<file path="config.mk">
export PLATFORM = sky130hd
export DESIGN_NAME = ext_bus_ctrl
export DESIGN_NICKNAME = d
export VERILOG_FILES = /design/src/rtl/ebi_pkg.sv /design/src/rtl/ebi_decode.sv /design/src/rtl/ebi_seq.sv /design/src/rtl/ebi_dpath.sv /design/src/rtl/ext_bus_ctrl.sv
export SDC_FILE = /design/constraint.sdc
export NUM_CORES = 1
export LEC_CHECK = 0
export CORE_MARGIN = 2
export CORE_UTILIZATION = 42
export DETAILED_ROUTE_END_ITERATION = 6
export PLACE_DENSITY = 0.92
export SETUP_SLACK_MARGIN = 0.4
export SYNTH_ARGS = -nofsm -noshare
export SYNTH_HDL_FRONTEND = slang
export SYNTH_SLANG_ARGS = --single-unit
</file>
<file path="constraint.sdc">
create_clock -name clk -period 2.56 [get_ports clk]
set_input_delay 0.512 -clock clk [delete_from_list [all_inputs] [get_ports clk]]
set_output_delay 0.512 -clock clk [all_outputs]
set_load 0.02 [all_outputs]
</file>
<file path="src/rtl/ebi_pkg.sv">
// Package: shared types of the external bus sequencer.
// Assumes: strobes are carried active-high inside the block and inverted at the pins.
package ebi_pkg;

    typedef enum logic [1:0] {
        ST_IDLE = 2'd0,
        ST_T1   = 2'd1,
        ST_TW   = 2'd2
    } bus_state_t;

    typedef struct packed {
        logic rd;
        logic wr_hi;
        logic wr_lo;
    } strobe_t;

endpackage

</file>
<file path="src/rtl/ebi_decode.sv">
// Module: ebi_decode
// Combinational decode of one request into a one-hot chip select and the
// active-high strobe set. Assumes halfword accesses are aligned; bit 0 is
// ignored for them. Upper lane (bits 15:8) belongs to even byte addresses.
module ebi_decode #(
    parameter int ADDR_W = 32,
    parameter int CS_LSB = 22,
    parameter int NCS    = 4
) (
    input  logic [ADDR_W-1:0] addr,
    input  logic              write,
    input  logic              size_hw,
    output logic [NCS-1:0]    cs_sel,
    output ebi_pkg::strobe_t  strb
);
    localparam int CS_W = $clog2(NCS);

    logic [CS_W-1:0] region;
    assign region = addr[CS_LSB +: CS_W];

    // one comparator per chip select slot
    generate
        for (genvar i = 0; i < NCS; i++) begin : g_cs
            assign cs_sel[i] = (region == CS_W'(i));
        end
    endgenerate

    // lane choice from direction, size and alignment
    always_comb begin
        strb.rd    = !write;
        strb.wr_hi = write && (size_hw || !addr[0]);
        strb.wr_lo = write && (size_hw ||  addr[0]);
    end

endmodule

</file>
<file path="src/rtl/ebi_seq.sv">
// Module: ebi_seq
// Cycle sequencer: idle -> first clock -> wait clocks until wait_n is seen
// high. The first clock never samples wait_n, which gives the built-in wait.
// Assumes wait_n is already synchronous to clk.
module ebi_seq (
    input  logic clk,
    input  logic rst_n,
    input  logic req_valid,
    input  logic wait_n,
    output logic accept,
    output logic done,
    output logic ready
);
    import ebi_pkg::*;

    bus_state_t state_q;
    logic       ready_q;

    // accept only when idle and not in the completion-pulse clock
    assign accept = (state_q == ST_IDLE) && req_valid && !ready_q;
    assign done   = (state_q == ST_TW) && wait_n;
    assign ready  = ready_q;

    // state register and completion pulse
    always_ff @(posedge clk) begin
        if (!rst_n) begin
            state_q <= ST_IDLE;
            ready_q <= 1'b0;
        end else begin
            ready_q <= done;
            case (state_q)
                ST_IDLE: if (accept) state_q <= ST_T1;
                ST_T1:   state_q <= ST_TW;
                ST_TW:   if (wait_n) state_q <= ST_IDLE;
                default: state_q <= ST_IDLE;
            endcase
        end
    end

endmodule

</file>
<file path="src/rtl/ebi_dpath.sv">
// Module: ebi_dpath
// Holds the address, chip select, strobes and write data of the running cycle,
// and captures the read word at the completing edge. Assumes accept and done
// never fall in the same clock (guaranteed by ebi_seq).
module ebi_dpath #(
    parameter int ADDR_W = 32,
    parameter int EXT_AW = 23,
    parameter int DATA_W = 16,
    parameter int NCS    = 4
) (
    input  logic              clk,
    input  logic              rst_n,
    input  logic              accept,
    input  logic              done,
    input  logic [ADDR_W-1:0] req_addr,
    input  logic [DATA_W-1:0] req_wdata,
    input  logic [NCS-1:0]    cs_sel,
    input  ebi_pkg::strobe_t  strb,
    input  logic [DATA_W-1:0] db_i,
    output logic [EXT_AW-1:0] addr_q,
    output logic [NCS-1:0]    cs_q,
    output ebi_pkg::strobe_t  strb_q,
    output logic [DATA_W-1:0] wdata_q,
    output logic              oe_q,
    output logic [DATA_W-1:0] rdata_q
);
    // address and write data are loaded per request and held afterwards
    always_ff @(posedge clk) begin
        if (!rst_n) begin
            addr_q  <= '0;
            wdata_q <= '0;
        end else if (accept) begin
            addr_q  <= req_addr[EXT_AW:1];
            wdata_q <= req_wdata;
        end
    end

    // cycle controls: set on accept, cleared when the cycle completes
    always_ff @(posedge clk) begin
        if (!rst_n) begin
            cs_q   <= '0;
            strb_q <= '0;
            oe_q   <= 1'b0;
        end else if (accept) begin
            cs_q   <= cs_sel;
            strb_q <= strb;
            oe_q   <= strb.wr_hi || strb.wr_lo;
        end else if (done) begin
            cs_q   <= '0;
            strb_q <= '0;
            oe_q   <= 1'b0;
        end
    end

    // read word captured at the completing edge
    always_ff @(posedge clk) begin
        if (!rst_n) begin
            rdata_q <= '0;
        end else if (done && strb_q.rd) begin
            rdata_q <= db_i;
        end
    end

endmodule

</file>
<file path="src/rtl/ext_bus_ctrl.sv">
// Module: ext_bus_ctrl (top)
// External bus sequencer with separate per-lane write strobes. One request at
// a time; the bus clock equals clk. Assumes the requester holds its request
// stable until req_ready. Chip selects at index NCS_BASE and above are gated
// by ext_mode.
module ext_bus_ctrl #(
    parameter int ADDR_W   = 32,
    parameter int EXT_AW   = 23,
    parameter int DATA_W   = 16,
    parameter int NCS      = 4,
    parameter int NCS_BASE = 2,
    parameter int CS_LSB   = 22
) (
    input  logic              clk,
    input  logic              rst_n,
    input  logic              ext_mode,
    input  logic              req_valid,
    input  logic              req_write,
    input  logic              req_hw,
    input  logic [ADDR_W-1:0] req_addr,
    input  logic [DATA_W-1:0] req_wdata,
    output logic              req_ready,
    output logic [DATA_W-1:0] req_rdata,
    output logic              bclk,
    output logic [EXT_AW-1:0] ext_addr,
    output logic [NCS-1:0]    cs_n,
    output logic              rd_n,
    output logic              wr_hi_n,
    output logic              wr_lo_n,
    output logic [DATA_W-1:0] db_o,
    output logic              db_oe,
    input  logic [DATA_W-1:0] db_i,
    input  logic              wait_n
);
    import ebi_pkg::*;

    logic [NCS-1:0] cs_sel;
    strobe_t        strb;
    logic           accept;
    logic           done;
    logic [NCS-1:0] cs_q;
    strobe_t        strb_q;

    ebi_decode #(.ADDR_W(ADDR_W), .CS_LSB(CS_LSB), .NCS(NCS)) u_decode (
        .addr    (req_addr),
        .write   (req_write),
        .size_hw (req_hw),
        .cs_sel  (cs_sel),
        .strb    (strb)
    );

    ebi_seq u_seq (
        .clk       (clk),
        .rst_n     (rst_n),
        .req_valid (req_valid),
        .wait_n    (wait_n),
        .accept    (accept),
        .done      (done),
        .ready     (req_ready)
    );

    ebi_dpath #(.ADDR_W(ADDR_W), .EXT_AW(EXT_AW), .DATA_W(DATA_W), .NCS(NCS)) u_dpath (
        .clk       (clk),
        .rst_n     (rst_n),
        .accept    (accept),
        .done      (done),
        .req_addr  (req_addr),
        .req_wdata (req_wdata),
        .cs_sel    (cs_sel),
        .strb      (strb),
        .db_i      (db_i),
        .addr_q    (ext_addr),
        .cs_q      (cs_q),
        .strb_q    (strb_q),
        .wdata_q   (db_o),
        .oe_q      (db_oe),
        .rdata_q   (req_rdata)
    );

    // pin drivers: selects, gated above NCS_BASE by the extended mode
    generate
        for (genvar i = 0; i < NCS; i++) begin : g_csn
            if (i < NCS_BASE) begin : g_plain
                assign cs_n[i] = !cs_q[i];
            end else begin : g_gated
                assign cs_n[i] = !(cs_q[i] && ext_mode);
            end
        end
    endgenerate

    assign rd_n    = !strb_q.rd;
    assign wr_hi_n = !strb_q.wr_hi;
    assign wr_lo_n = !strb_q.wr_lo;
    assign bclk    = clk;

endmodule

</file>
==> results of run 1 <==
[timing repair]
item / in CTS / in global routing
setup endpoints to repair: 1 / 1
gates resized for setup: 6 / 1
hold buffers: 0 / 0
[where the power goes]
group	leakage [µW]	internal [µW]	switching, µW
Clock	0.000133	654	417
Sequential	0.000539	1080	33.4
Combinational	0.000973	217	199
Total	0.00165	1950	649
[cell type report]
| class | count | area [µm²] | area share, % |
|---|---|---|---|
| sequential | 66 | 1320 | 32.6 |
| multi-input combinational | 193 | 1060 | 26.2 |
| timing repair buffer | 131 | 1300 | 32.0 |
| clock inverter | 2 | 35.0 | 0.864 |
| tap | 75 | 93.8 | 2.31 |
| clock buffer | 17 | 221 | 5.46 |
| inverter | 7 | 26.3 | 0.648 |
[cell usage after synthesis, types with 2 or more instances]
cell / instances
buf_2: 6
nand2_1: 74
nand2b_1: 2
a21boi_0: 6
dfxtp_1: 66
a21boi_1: 10
nand3_1: 68
clkbuf_1: 13
inv_1: 7
buf_6: 2
nor2_1: 2
a22o_1: 5
nand3_2: 10
[layer usage]
layer	up-vias	share of wire [%]	global-route usage (%)
met4	0	1.0	7.80
met2	85	50	34.7
li1	1215	-	-
met5	-	0	0
met1	1141	42	23.9
met3	8	7.0	6.33
[worst max-delay path, stage by stage]
cell	delay (ns)
clkbuf_8	0.11
clkbuf_8	0.12
buf_6	0.12
[state kept, by name (all words and copies together), names as in the netlist]
name	count
u_dpath.addr_q	23
u_dpath.rdata_q	16
u_dpath.wdata_q	16
u_dpath.cs_q	4
u_dpath.strb_q	3
u_seq.state_q	2
u_dpath.oe_q	1
u_seq.ready	1
[final timing paths]
kind	from	endpoint	slack, ns	cells after the start
hold / removal	u_dpath.wdata_q[12]	u_dpath.wdata_q[12]	0.45	2
setup reg to reg	u_seq.state_q[0]	u_dpath.addr_q[5]	0.96	3
hold reg to reg	u_dpath.wdata_q[12]	u_dpath.wdata_q[12]	0.45	2
setup / recovery	clk	bclk	0.42	3
[cell families after synthesis]
family / count (synthesis)
AO/OA/AOI/OAI: 26
buffers and inverters: 30
flip-flops: 66
AND/OR/NAND/NOR: 167
[per-stage QoR]
stage	power, µW	std cells	setup slack (ns)
after global placement	1600	473	0.260
final	2600	491	0.417
after CTS	2640	491	0.413
after floorplan	1370	289	0.634
after global routing	2710	491	0.393
after detailed placement	1610	473	0.260
[cell usage in the layout, fill, tap and decap left out, types with 2 or more instances in the layout]
cell type / count
a21boi_0: 6
a21boi_1: 10
a22o_1: 5
buf_4: 5
clkbuf_8: 15
clkdlybuf4s50_1: 124
dfxtp_1: 66
inv_1: 7
nand2_1: 74
nand2b_1: 2
nand3_1: 68
nand3_2: 10
nor2_1: 2
==> flow_summary.toml, run 1 <==
[status]
status = "finished, final reports clean"

[yosys]
synth-edff-count = 0
synthesis.nets = 360
synthMuxAreaShare_pct = 0
netlist_area_um2 = 2510
netlist_top_cells_area = "dfxtp_1, nand3_1, nand2_1"
synthAdderAreaFrac_pct = 0
synth_xor_area_share_pct = 0
synth_compound_area_share_pct = 8.56
syn_inst = 289
ys.flop_type = "dfxtp_1"
synth-async-reset-ratio_pct = 0
synth-seq-area-share_pct = 52.6
ys_seq_elements = 66
yosys.area.top_type = "dfxtp_1"
synth_top_family_by_area = "simple AND/OR/NAND/NOR gates"
synth_top_area_share_pct = 52.6
synth_cell_types = 31
synthSimpleGateAreaFrac_pct = 33.3
synth_warnings = 0
syn_avg_cell_area_um2 = 8.70

[setup_path]
worstSetupPathType = "clock port to primary output"
crit_path_start_kind = "clock port"
crit_required_ns = 2.05
end_kind = "primary output"
critPathArrivalTime_ns = 1.63
worstPathMaxFanout = 2

[die]
initial_core_util_pct = 43.0
io_pins = 136
die_w_um = 81.4
die_y_um = 81.4
die_area_um2 = 6620
core-area_um2 = 5850
rows = 28

[route]
vias = 2449
drtAntennaViolNets = 0
firstDrtPassIters = 5
drcViolationCount = 0
viasPerCell = 4.99
drt-total-wl_um = 6720
first_iter_violations = 101
detail_route.wl_per_cell_um = 13.7

[timing]
timing.fmax_mhz = 469
maxSlewViolCount = 0
period_share_pct = 83.7
tightest_slew_ns = 0.586
setup_violations = 0
skew_ns = 0.00947
finalHoldViolCount = 0
hold_slack_ns = 0.446
grt_setup_unrepaired = "false"
setup-tns-final_ns = 0
relSlewSlack_pct = 60.9
period_minus_slack_ns = 2.14

[grt]
grt_max_degree = 53
grt_pass1_wl_um = 10400
grt_pass1_vias = 2289
antenna_found_initial = 0
grt.total_usage_pct = 20.4
gr-total-overflow = 0

[clock_network]
clkTransAtPathRegs_ns = 0.06
post_cts_buffers = 0
tritoncts = "done"
clk_latency_ns = 0.42

[final_layout]
postLayoutCoreUtil_pct = 69.3
fin_nets = 483
drive_gt1_share_pct = 9.62
num_antenna_cells = 0
nFillCells = 449
design_area_um2 = 4060
area_growth_pct = 61.4

[placed_design]
place_area_um2 = 3810
hpwlAfterDp_um = 4660
place_congestion = 0.773
io_buffer_count = 127

[min_path]
hold_class = "register to register"

[pwr]
p_per_area_nw_per_um2 = 641
vdd_drop_max_v = 0.000462
leakagePower_uw = 0.00165

[job]
drv_cap = 0
Power figures use the tool's default switching activity.
==> run 2: changes to the inputs <==
--- a/config.mk
+++ b/config.mk
@@ -6,9 +6,9 @@
 export NUM_CORES = 1
 export LEC_CHECK = 0
 export CORE_MARGIN = 2
-export CORE_UTILIZATION = 42
+export CORE_UTILIZATION = 35
 export DETAILED_ROUTE_END_ITERATION = 6
-export PLACE_DENSITY = 0.92
+export PLACE_DENSITY = 0.82
 export SETUP_SLACK_MARGIN = 0.4
 export SYNTH_ARGS = -nofsm -noshare
 export SYNTH_HDL_FRONTEND = slang
==> constraint.sdc (replaced) <==
create_clock -name clk -period 1.7 [get_ports clk]
set_input_delay 0.34 -clock clk [delete_from_list [all_inputs] [get_ports clk]]
set_output_delay 0.34 -clock clk [all_outputs]
set_load 0.02 [all_outputs]
==> run 2 against run 1 <==
Worst hold slack lost 0.076 ns. Total power grew 57%. Critical endpoint unchanged. Highest routed layer unchanged. Final cell count grew 11%. Largest cell class is now buffers.
==> flow_summary.toml, run 2 (synthesis results as in run 1) <==
[route]
drtAntennaViolNets = 0
firstDrtPassIters = 4
drcViolationCount = 0
drt-total-wl_um = 7860
viasPerCell = 4.74
vias = 2580
detail_route.wl_per_cell_um = 14.4
first_iter_violations = 69

[die]
rows = 30
io_pins = 136
die_area_um2 = 7880
die_w_um = 88.7
core-area_um2 = 6870
initial_core_util_pct = 36.6
die_y_um = 88.7

[final_layout]
design_area_um2 = 4670
drive_gt1_share_pct = 49.6
num_antenna_cells = 0
reg_top3 = "u_dpath.addr_q: 23 flops, u_dpath.rdata_q: 16 flops, u_dpath.wdata_q: 16 flops"
layout.cells.most_common = "nand2_1"
layout.cells.non_filler = 544
postLayoutCoreUtil_pct = 68.0
largest_reg_flops = 23
top_register = "u_dpath.addr_q"
area_growth_pct = 85.8
final_cell_mix = "nand2_1, clkdlybuf4s50_1, buf_4"
fin_nets = 514

[setup_path]
cp_cell_sequence = "clkbuf_8 -> buf_8 -> buf_6"
r2r_end = "u_dpath.wdata_q[3]"
end_kind = "primary output"
reg2reg_depth = 5
r2r_slack_ns = 0.21
critPathArrivalTime_ns = 1.18
critPathTopFamily = "buffers and inverters"
slowest_delay_ns = 0.12
slowest_stage = "buf_6"
worstPathMaxFanout = 2
crit_required_ns = 1.36
crit_path_start_kind = "clock port"
worstSetupPathType = "clock port to primary output"
timing.rr.start = "u_seq.state_q[1]"
cp_num_buf_inv = 3

[pwr]
vdd_drop_max_v = 0.00104
power_uw = 4070
leakagePower_uw = 0.00206
p_per_area_nw_per_um2 = 872

[min_path]
hold_path_depth = 3
holdCritStartpoint = "rst_n"
hold_class = "primary input to register"
hold_path_end = "u_seq.ready"

[clock_network]
clk_latency_ns = 0.44
tritoncts = "done"
clkTransAtPathRegs_ns = 0.06

[timing]
finalHoldViolCount = 0
maxSlewViolCount = 0
relSlewSlack_pct = 50.7
setup_violations = 0
grt_setup_unrepaired = "true"
tightest_slew_ns = 0.740
skew_ns = 0.0115

[placed_design]
hpwlAfterDp_um = 4630
place_congestion = 0.733
placedCellCount = 498
io_buffer_count = 127
place_area_um2 = 3910

[grt]
grt.total_usage_pct = 20.4
grt_pass1_wl_um = 12200
grt_max_degree = 61
grt_pass1_vias = 2601
antenna_found_initial = 0
gr-total-overflow = 0

[job]
drv_cap = 0

[status]
status = "finished, final reports clean"
-- run 2: worst max path at each step --
stage	startpoint	slack (ns)	endpoint	depth (start not counted)
2_1_floorplan	u_seq.state_q[0]	0.33	u_dpath.wdata_q[4]	5
5_1_grt	u_seq.state_q[1]	0.16	u_dpath.wdata_q[0]	5
3_3_place_gp	req_valid	-0.15	u_dpath.strb_q[1]	4
3_5_place_dp	req_valid	-0.18	u_dpath.strb_q[1]	4
4_1_cts	clk	0.16	bclk	3
6_report	clk	0.18	bclk	3
-- run 2: area by class of cell --
type                            count  area, µm²
Timing Repair Buffer              162       1650
Clock inverter                      2       10.0
Multi-Input combinational cell    193       1250
Clock buffer                       18        226
Inverter                            7       26.3
Tap cell                           96        120
Sequential cell                    66       1380
Fill cell                         586       2200
-- run 2: metrics by stage --
step | setup WS (ns) | TNS [ns] | hold WS (ns)
2_1_floorplan | 0.330 | 0 | 0.428
3_3_place_gp | -0.148 | -4.20 | 0.434
3_5_place_dp | -0.183 | -6.04 | 0.439
4_1_cts | 0.156 | 0 | 0.345
5_1_grt | 0.163 | 0 | 0.389
6_report | 0.176 | 0 | 0.370
-- run 2: metal layers --
layer / track usage [%] / vias to the layer above / wire length (µm) / share of wire [%]
li1: - / 1286 / - / -
met1: 24.7 / 1201 / 3290 / 42
met2: 33.6 / 77 / 3960 / 50
met3: 4.66 / 16 / 450 / 5.7
met4: 10.7 / 0 / 160 / 2.0
met5: 0 / - / 0 / 0
-- run 2: timing repair --
action	in CTS	in global routing
hold buffers	0	0
buffers inserted	13	2
gates cloned	10	2
endpoints found under the hold margin	0	0
resized for setup	359	88
setup endpoints to repair	112	100
pin swaps	51	31
-- run 2: power by group --
group	leakage, µW	internal, µW	switching, µW
combinational	0.00137	479	385
sequential	0.000558	1640	56.3
clock	0.000124	853	660
-- run 2: worst register-to-register path: cells and delay by family (launching register included) --
kind | cells | cell delay, ns
buf+inv | 2 | 0.34
flops | 1 | 0.35
simple gates | 3 | 0.71
